### src/rtl/gpio_pkg.sv
package gpio_pkg;
  localparam int SEL_W = 2;

  typedef enum logic [SEL_W-1:0] {
    SEL_DIR  = 2'd0,
    SEL_LAT  = 2'd1,
    SEL_PIN  = 2'd2,
    SEL_ANA  = 2'd3
  } reg_sel_e;
endpackage

### src/rtl/gpio_cfg_reg.sv
module gpio_cfg_reg #(
  parameter int               WIDTH   = 16,
  parameter logic [WIDTH-1:0] KEEP    = '1,
  parameter logic [WIDTH-1:0] RST_VAL = '0
) (
  input  logic             clk,
  input  logic             rst_n,
  input  logic             we,
  input  logic [WIDTH-1:0] wd,
  output logic [WIDTH-1:0] q
);
  localparam logic [WIDTH-1:0] RST_KEPT = RST_VAL & KEEP;

  function automatic logic [WIDTH-1:0] keep_bits(input logic [WIDTH-1:0] d);
    return d & KEEP;
  endfunction

  logic [WIDTH-1:0] nxt;
  assign nxt = we ? keep_bits(wd) : q;

  for (genvar b = 0; b < WIDTH; b++) begin : g_bit
    if (KEEP[b]) begin : g_live
      always_ff @(posedge clk or negedge rst_n) begin
        if (!rst_n) q[b] <= RST_KEPT[b];
        else        q[b] <= nxt[b];
      end
    end else begin : g_dead
      assign q[b] = 1'b0;
    end
  end


  hold_when_idle_chk: assert property (@(posedge clk) disable iff (!rst_n)
    !we |=> $stable(q));
endmodule

### src/rtl/gpio_in_sync.sv
module gpio_in_sync #(
  parameter int               WIDTH = 16,
  parameter logic [WIDTH-1:0] IMPL  = '1
) (
  input  logic             clk,
  input  logic             rst_n,
  input  logic [WIDTH-1:0] pad_in,
  input  logic [WIDTH-1:0] ana_sel,
  output logic [WIDTH-1:0] pin_level
);
  logic [WIDTH-1:0] meta_q;
  logic [WIDTH-1:0] sync_q;

  function automatic logic [WIDTH-1:0] digital_view(input logic [WIDTH-1:0] lvl,
                                                     input logic [WIDTH-1:0] ana);
    return lvl & ~ana & IMPL;
  endfunction

  always_ff @(posedge clk or negedge rst_n) begin
    if (!rst_n) begin
      meta_q <= '0;
      sync_q <= '0;
    end else begin
      meta_q <= pad_in & IMPL;
      sync_q <= meta_q;
    end
  end

  assign pin_level = digital_view(sync_q, ana_sel);

  logic [1:0] settle_cnt;
  always_ff @(posedge clk or negedge rst_n) begin
    if (!rst_n)                 settle_cnt <= '0;
    else if (settle_cnt != 2'd2) settle_cnt <= settle_cnt + 2'd1;
  end


  sync_delay_chk: assert property (@(posedge clk) disable iff (!rst_n)
    (settle_cnt == 2'd2) |-> (sync_q == ($past(pad_in, 2) & IMPL)));


  analog_blank_chk: assert property (@(posedge clk) disable iff (!rst_n)
    (pin_level & ana_sel) == '0);
endmodule

### src/rtl/gpio_port_bank.sv
module gpio_port_bank #(
  parameter int                 WIDTH     = 16,
  parameter logic [WIDTH-1:0]   IMPL_MASK = '1,
  parameter logic [WIDTH-1:0]   ANA_MASK  = 16'h000F
) (
  input  logic                      clk,
  input  logic                      rst_n,
  input  logic [gpio_pkg::SEL_W-1:0] bus_addr,
  input  logic                      bus_we,
  input  logic [WIDTH-1:0]          bus_wdata,
  output logic [WIDTH-1:0]          bus_rdata,
  input  logic [WIDTH-1:0]          pad_in,
  output logic [WIDTH-1:0]          pad_oe,
  output logic [WIDTH-1:0]          pad_out
);
  import gpio_pkg::*;

  localparam logic [WIDTH-1:0] ANA_KEEP = ANA_MASK & IMPL_MASK;

  reg_sel_e sel;
  assign sel = reg_sel_e'(bus_addr);

  logic wr_dir, wr_lat, wr_ana;
  assign wr_dir = bus_we && (sel == SEL_DIR);
  assign wr_lat = bus_we && ((sel == SEL_LAT) || (sel == SEL_PIN));
  assign wr_ana = bus_we && (sel == SEL_ANA);

  logic [WIDTH-1:0] dir_q, lat_q, ana_q, pin_level;

  gpio_cfg_reg #(.WIDTH(WIDTH), .KEEP(IMPL_MASK), .RST_VAL(IMPL_MASK)) u_dir (
    .clk(clk), .rst_n(rst_n), .we(wr_dir), .wd(bus_wdata), .q(dir_q));

  gpio_cfg_reg #(.WIDTH(WIDTH), .KEEP(IMPL_MASK), .RST_VAL('0)) u_lat (
    .clk(clk), .rst_n(rst_n), .we(wr_lat), .wd(bus_wdata), .q(lat_q));

  gpio_cfg_reg #(.WIDTH(WIDTH), .KEEP(ANA_KEEP), .RST_VAL(ANA_KEEP)) u_ana (
    .clk(clk), .rst_n(rst_n), .we(wr_ana), .wd(bus_wdata), .q(ana_q));

  gpio_in_sync #(.WIDTH(WIDTH), .IMPL(IMPL_MASK)) u_sync (
    .clk(clk), .rst_n(rst_n), .pad_in(pad_in), .ana_sel(ana_q),
    .pin_level(pin_level));

  function automatic logic [WIDTH-1:0] drive_enable(input logic [WIDTH-1:0] dir);
    return ~dir & IMPL_MASK;
  endfunction

  assign pad_oe  = drive_enable(dir_q);
  assign pad_out = lat_q & pad_oe;

  always_comb begin
    unique case (sel)
      SEL_DIR: bus_rdata = dir_q;
      SEL_LAT: bus_rdata = lat_q;
      SEL_PIN: bus_rdata = pin_level;
      SEL_ANA: bus_rdata = ana_q;
      default: bus_rdata = '0;
    endcase
  end


  drive_only_outputs_chk: assert property (@(posedge clk) disable iff (!rst_n)
    (pad_oe & dir_q) == '0);


  quiet_when_undriven_chk: assert property (@(posedge clk) disable iff (!rst_n)
    (pad_out & ~pad_oe) == '0);


  port_write_to_latch_chk: assert property (@(posedge clk) disable iff (!rst_n)
    (bus_we && sel == SEL_PIN) |=> (lat_q == ($past(bus_wdata) & IMPL_MASK)));


  port_write_keeps_dir_chk: assert property (@(posedge clk) disable iff (!rst_n)
    (bus_we && sel == SEL_PIN) |=> $stable(dir_q));


  unimplemented_zero_chk: assert property (@(posedge clk) disable iff (!rst_n)
    ((bus_rdata | pad_oe | pad_out) & ~IMPL_MASK) == '0);
endmodule

### config.mk
export PLATFORM = sky130hd
export DESIGN_NAME = gpio_port_bank
export DESIGN_NICKNAME = d
export VERILOG_FILES = /design/src/rtl/gpio_pkg.sv /design/src/rtl/gpio_cfg_reg.sv /design/src/rtl/gpio_in_sync.sv /design/src/rtl/gpio_port_bank.sv
export SDC_FILE = /design/constraint.sdc
export NUM_CORES = 1
export LEC_CHECK = 0
export BUFFER_PORTS_ARGS = -buffer_cell sky130_fd_sc_hd__buf_4
export CAP_MARGIN = 30
export CORE_UTILIZATION = 45
export CTS_CLUSTER_SIZE = 10
export DETAILED_ROUTE_END_ITERATION = 12
export GPL_ROUTABILITY_DRIVEN = 0
export HOLD_SLACK_MARGIN = 0.12
export PLACE_DENSITY = 0.73
export SLEW_MARGIN = 5
export SYNTH_ARGS = -nofsm -noshare
export SYNTH_HDL_FRONTEND = slang
export SYNTH_SLANG_ARGS = --single-unit
### constraint.sdc
create_clock -name clk -period 1.25 [get_ports clk]
set_input_delay 0.25 -clock clk [delete_from_list [all_inputs] [get_ports clk]]
set_output_delay 0.25 -clock clk [all_outputs]
set_load 0.005 [all_outputs]
Yosys cells after proc, flatten, opt, wreduce, memory -nomap -nowiden
Index checks and enable logic that the tools add are counted.

storage, ports and cells
  register bits = 68
  bits of input ports = 37
  output and inout bits = 48
  logic and storage cells = 51

cells by class
  eq/ne operators = 3
  multiplexer cells = 1
  bitwise logic cells = 4
  reductions and logical operators = 5

operator list
  kind                                                 count
  case mux 16 bit (4 select lines)                     1
  bitwise AND 16 bit                                   2
  inverter 16 bit                                      1
  inverter 4 -> 16 bit                                 1
  equality test 2 bit, second input constant           2
  logical AND 1 bit                                    3
  equality test 2 x 1 -> 1 bit, second input constant  1
  zero test 2 bit                                      1
  logical OR 1 bit                                     1

Logic depth before layout (Yosys ltp)
  depth in word-level cells = 3
  depth in mapped cells = 6
  mapped depth without buffers = 4

Modules after synthesis
A second synthesis with hierarchy kept.

unflattened totals
  cell total of the unflattened synthesis = 217
  area, all modules = 3191.8 um2

modules (own cells, without submodules)
  module                instances  cells each  area each (um2)  seq. area each (um2)
  gpio_in_sync          1          48          1021.0           800.8
  gpio_cfg_reg (u_dir)  1          34          669.4            420.4
  gpio_cfg_reg (u_lat)  1          34          649.4            400.4
  gpio_port_bank        1          80          608.1            0.0
  gpio_cfg_reg (u_ana)  1          21          244.0            105.1

Worst setup path after synthesis
No wires, ideal clock.

  path kind = input port to output port
  from = input port bus_addr[1] (netlist name)
  to = output port bus_rdata[11]
  data arrival time = 1.089 ns
  required time = 1.000 ns
  setup slack = -0.089 ns
  stages = 6
  path buffers = 2
  cells stage by stage = inv_1 > ha_1 > clkbuf_2 > buf_2 > a221oi_1 > a21oi_1

between the ends
  word-level cells in the longest chain between the ends = 2
  elaborated cells between the ends (all ways) = 5
  classes of those cells = 3 x eq/ne; 1 x mux; 1 x reduce/logical

ends and longest elaborated chain
  item                                               line                  text
  start, declared                                    gpio_port_bank.sv:8   input logic [gpio_pkg::SEL_W-1:0] bus_addr,
  equality test 2 bit, or another cell as far along  gpio_port_bank.sv:51  unique case (sel)
  case mux 16 bit (4 select lines) *                 gpio_port_bank.sv:51
  end, declared                                      gpio_port_bank.sv:11  output logic [WIDTH-1:0] bus_rdata,

Mark *: on every way between the ends. The rest lies on a longest branch, timed or not.

Final worst setup path
  from = register u_lat.q[15]
  to = output port bus_rdata[15]

between the ends
  word-level cells in the longest chain between the ends = 1

ends and longest elaborated chain
  item                              line                  text
  start, declared                   gpio_cfg_reg.sv:10    output logic [WIDTH-1:0] q
  start signal, assigned by index   gpio_cfg_reg.sv:24    if (!rst_n) q[b] <= RST_KEPT[b];
  start signal, assigned by index   gpio_cfg_reg.sv:25    else q[b] <= nxt[b];
  case mux 16 bit (4 select lines)  gpio_port_bank.sv:51

No other way between the ends.

==> run summary <==
PwrDens: 1384 nW/um^2
Overall routing resource usage: 23.49%
Global-route wire length before repair: 10780 um
H-tree depth: 3
Avg WL per Cell: 17.40 um
Die H: 79.75 um
Pin count of the biggest net entering global routing: 69
FP Rows: 27
Worst Setup Path Type: reg -> out
Peak supply drop: 0.9153 mV
Non-filler instance count after layout: 426
Vias per cell: 5.068
Slew headroom: 76.04%
Drt pass-1 iters: 4
Synth top area cells: dfrtp_1 44%, dfstp_2 19%, mux2_2 15%, nor2b_1 4.6%, a221oi_1 3.9%
I/O Pins: 85
Core area: 5675 sq um
IO buf count: 84
Final design utilization: 81.11%
Clock sinks: 68
Starting Density: 47.93%
Post-synth EDFFs: 0
Flops & latches, synth: 68
Inserted Diodes: 0
Skew final: 0.009992 ns
GR Overflow Total: 0
Count leader, synth: dfrtp_1
Critical Path Start Type: register
Register area share after synthesis: 63.48%
Final net count: 392
Hold/Removal Path Class: in -> reg
Routed Antenna Nets: 0
Max Root-Sink Buffers: 2
DR iter-0 viols: 43
TritonCTS buffer count: 9
Share of the clock period used by the worst path after layout: 128.7%
Leak Pwr: 2.151 nW
Synth top area share: 44.16%
Max FO, Critical Path: 2
Synth unique cells: 17
DRC Markers: 0
Die width: 79.75 um
Ys async rst share: 100.0%
Max Freq: 621.5 MHz
Synth top cells by count: 48 x dfrtp_1, 36 x mux2_2, 20 x dfstp_2, 20 x nor2b_1, 19 x inv_1
Initial antenna violation count: 0
Area Overhead vs Synth: 69.23%
Placed Cells: 363
Mapped Nets: 239
PnR worst setup slack: -0.3590 ns
CP Capture Type: primary output
YS warnings: 0
Mean post-synth cell area: 13.88 sq um
Place WS: -0.3382 ns
Final setup viols: 48
Clk slew on worst S/H paths: 0.08 ns
RSZ-0062 raised after global routing: yes
Final wirelength: 7411 um
Outcome: complete, but fails checks
Clock Root Buffer: clkbuf_8
Skew-Pair Late Insertion Delay: 0.34 ns
Worst path arrival time: 1.36 ns
Full die area: 6359 sq um
Vias in the first global route: 2206
Area leader, netlist: dfrtp_1
Req. time, crit path: 1.00 ns
Synthesized area: 2720 sq um
Mapped Cells: 196
Post-DP HPWL: 4002 um
Main flop type after synthesis: dfrtp_1
Failing checks: negative setup slack
Layout cells sized above 1: 70.90%
Slew @ Worst Pin: 0.3593 ns
Hold slack final: 0.1390 ns
Slew Limit Fails: 0
DR vias: 2159
CTS tree: done
Hold Fails Final Rpt: 0
Max-cap violations: 0
Final min period: 1.609 ns
registers in the layout (all words and copies together) (netlist names):
name / cells
u_sync.sync_q: 16
u_ana.q: 4
u_lat.q: 16
u_dir.q: 16
u_sync.meta_q: 16
critical path: stages (launching register included):
cell	delay, ns
dfrtp_1	0.43
a221oi_2	0.36
a21oi_1	0.07
buf_4	0.14
through the flow:
| stage | area, sq um | setup TNS, ns | power (mW) |
|---|---|---|---|
| 2_1_floorplan | 2844 | -0.005012 | 3.363 |
| 4_1_cts | 4414 | -7.327 | 6.143 |
| 3_5_place_dp | 3699 | -10.37 | 4.096 |
| 6_report | 4603 | -7.416 | 6.369 |
| 3_3_place_gp | 3699 | -9.509 | 4.063 |
| 5_1_grt | 4603 | -9.606 | 6.683 |
cell usage in the layout, fill, tap and decap left out, types with 3 or more instances in the layout:
cell type      count
a221oi_4           4
buf_6             38
buf_4             87
a22oi_1            3
dlygate4sd3_1     17
a21oi_2            4
nor2b_4            6
mux2_4            10
mux2_2            26
nand3b_1           4
a31oi_1            4
a221oi_2           8
clkinv_2           3
clkbuf_8          10
dfrtp_1           48
inv_2             16
a21oi_1            8
buf_12             6
nor2b_1           14
dfstp_2           20
ha_4               3
layer usage:
layer	wire [um]	global-route usage (%)	vias to the layer above	share of wire (%)
met5	0	0	-	0
met4	170	9.286	0	2.3
met3	383	7.657	15	5.2
met2	3959	38.72	81	53
met1	2898	28.48	1075	39
li1	-	-	988	-
final timing paths:
path                                  startpoint               end  depth (start not counted)  slack, ns
worst max-delay path                 u_lat.q[15]     bus_rdata[15]                          3      -0.36
worst min-delay path               bus_wdata[14]       u_lat.q[14]                          2       0.14
worst max register to register       u_dir.q[10]       u_dir.q[10]                          4       0.16
worst min register to register  u_sync.meta_q[2]  u_sync.sync_q[2]                          0       0.34
max in group asynchronous                  rst_n       u_dir.q[15]                          3       0.46
min in group asynchronous                  rst_n  u_sync.sync_q[2]                          3       0.44
logic make-up after synthesis:
group	Yosys count	synth area share, %
flops	68	63.48
mux	36	14.90
compound gates	32	8.096
buf+inv	27	4.462
simple gates	27	6.302
fa+ha+maj	6	2.760
power by group:
group          internal [mW]  switching, mW
clock network          0.769          0.855
registers               2.57          0.261
logic                   1.25          0.657
area by class of cell:
class / count / area, sq um
Clock buffer: 10 / 137.6
Fill cell: 326 / 1072
Clock inverter: 6 / 38.79
Sequential cell: 68 / 1727
Multi-Input combinational cell: 101 / 1135
Tap cell: 72 / 90.09
Timing Repair Buffer: 150 / 1401
Inverter: 19 / 73.82
repair_timing:
action	in CTS	in global routing
resized for setup	57	29
cloned	0	0
pin swaps	15	12
hold buffers	17	0
endpoints found under the setup margin	48	48
endpoints found under the hold margin	64	0
setup buffers	23	7
No activity file was read; power rests on OpenSTA's default activity.
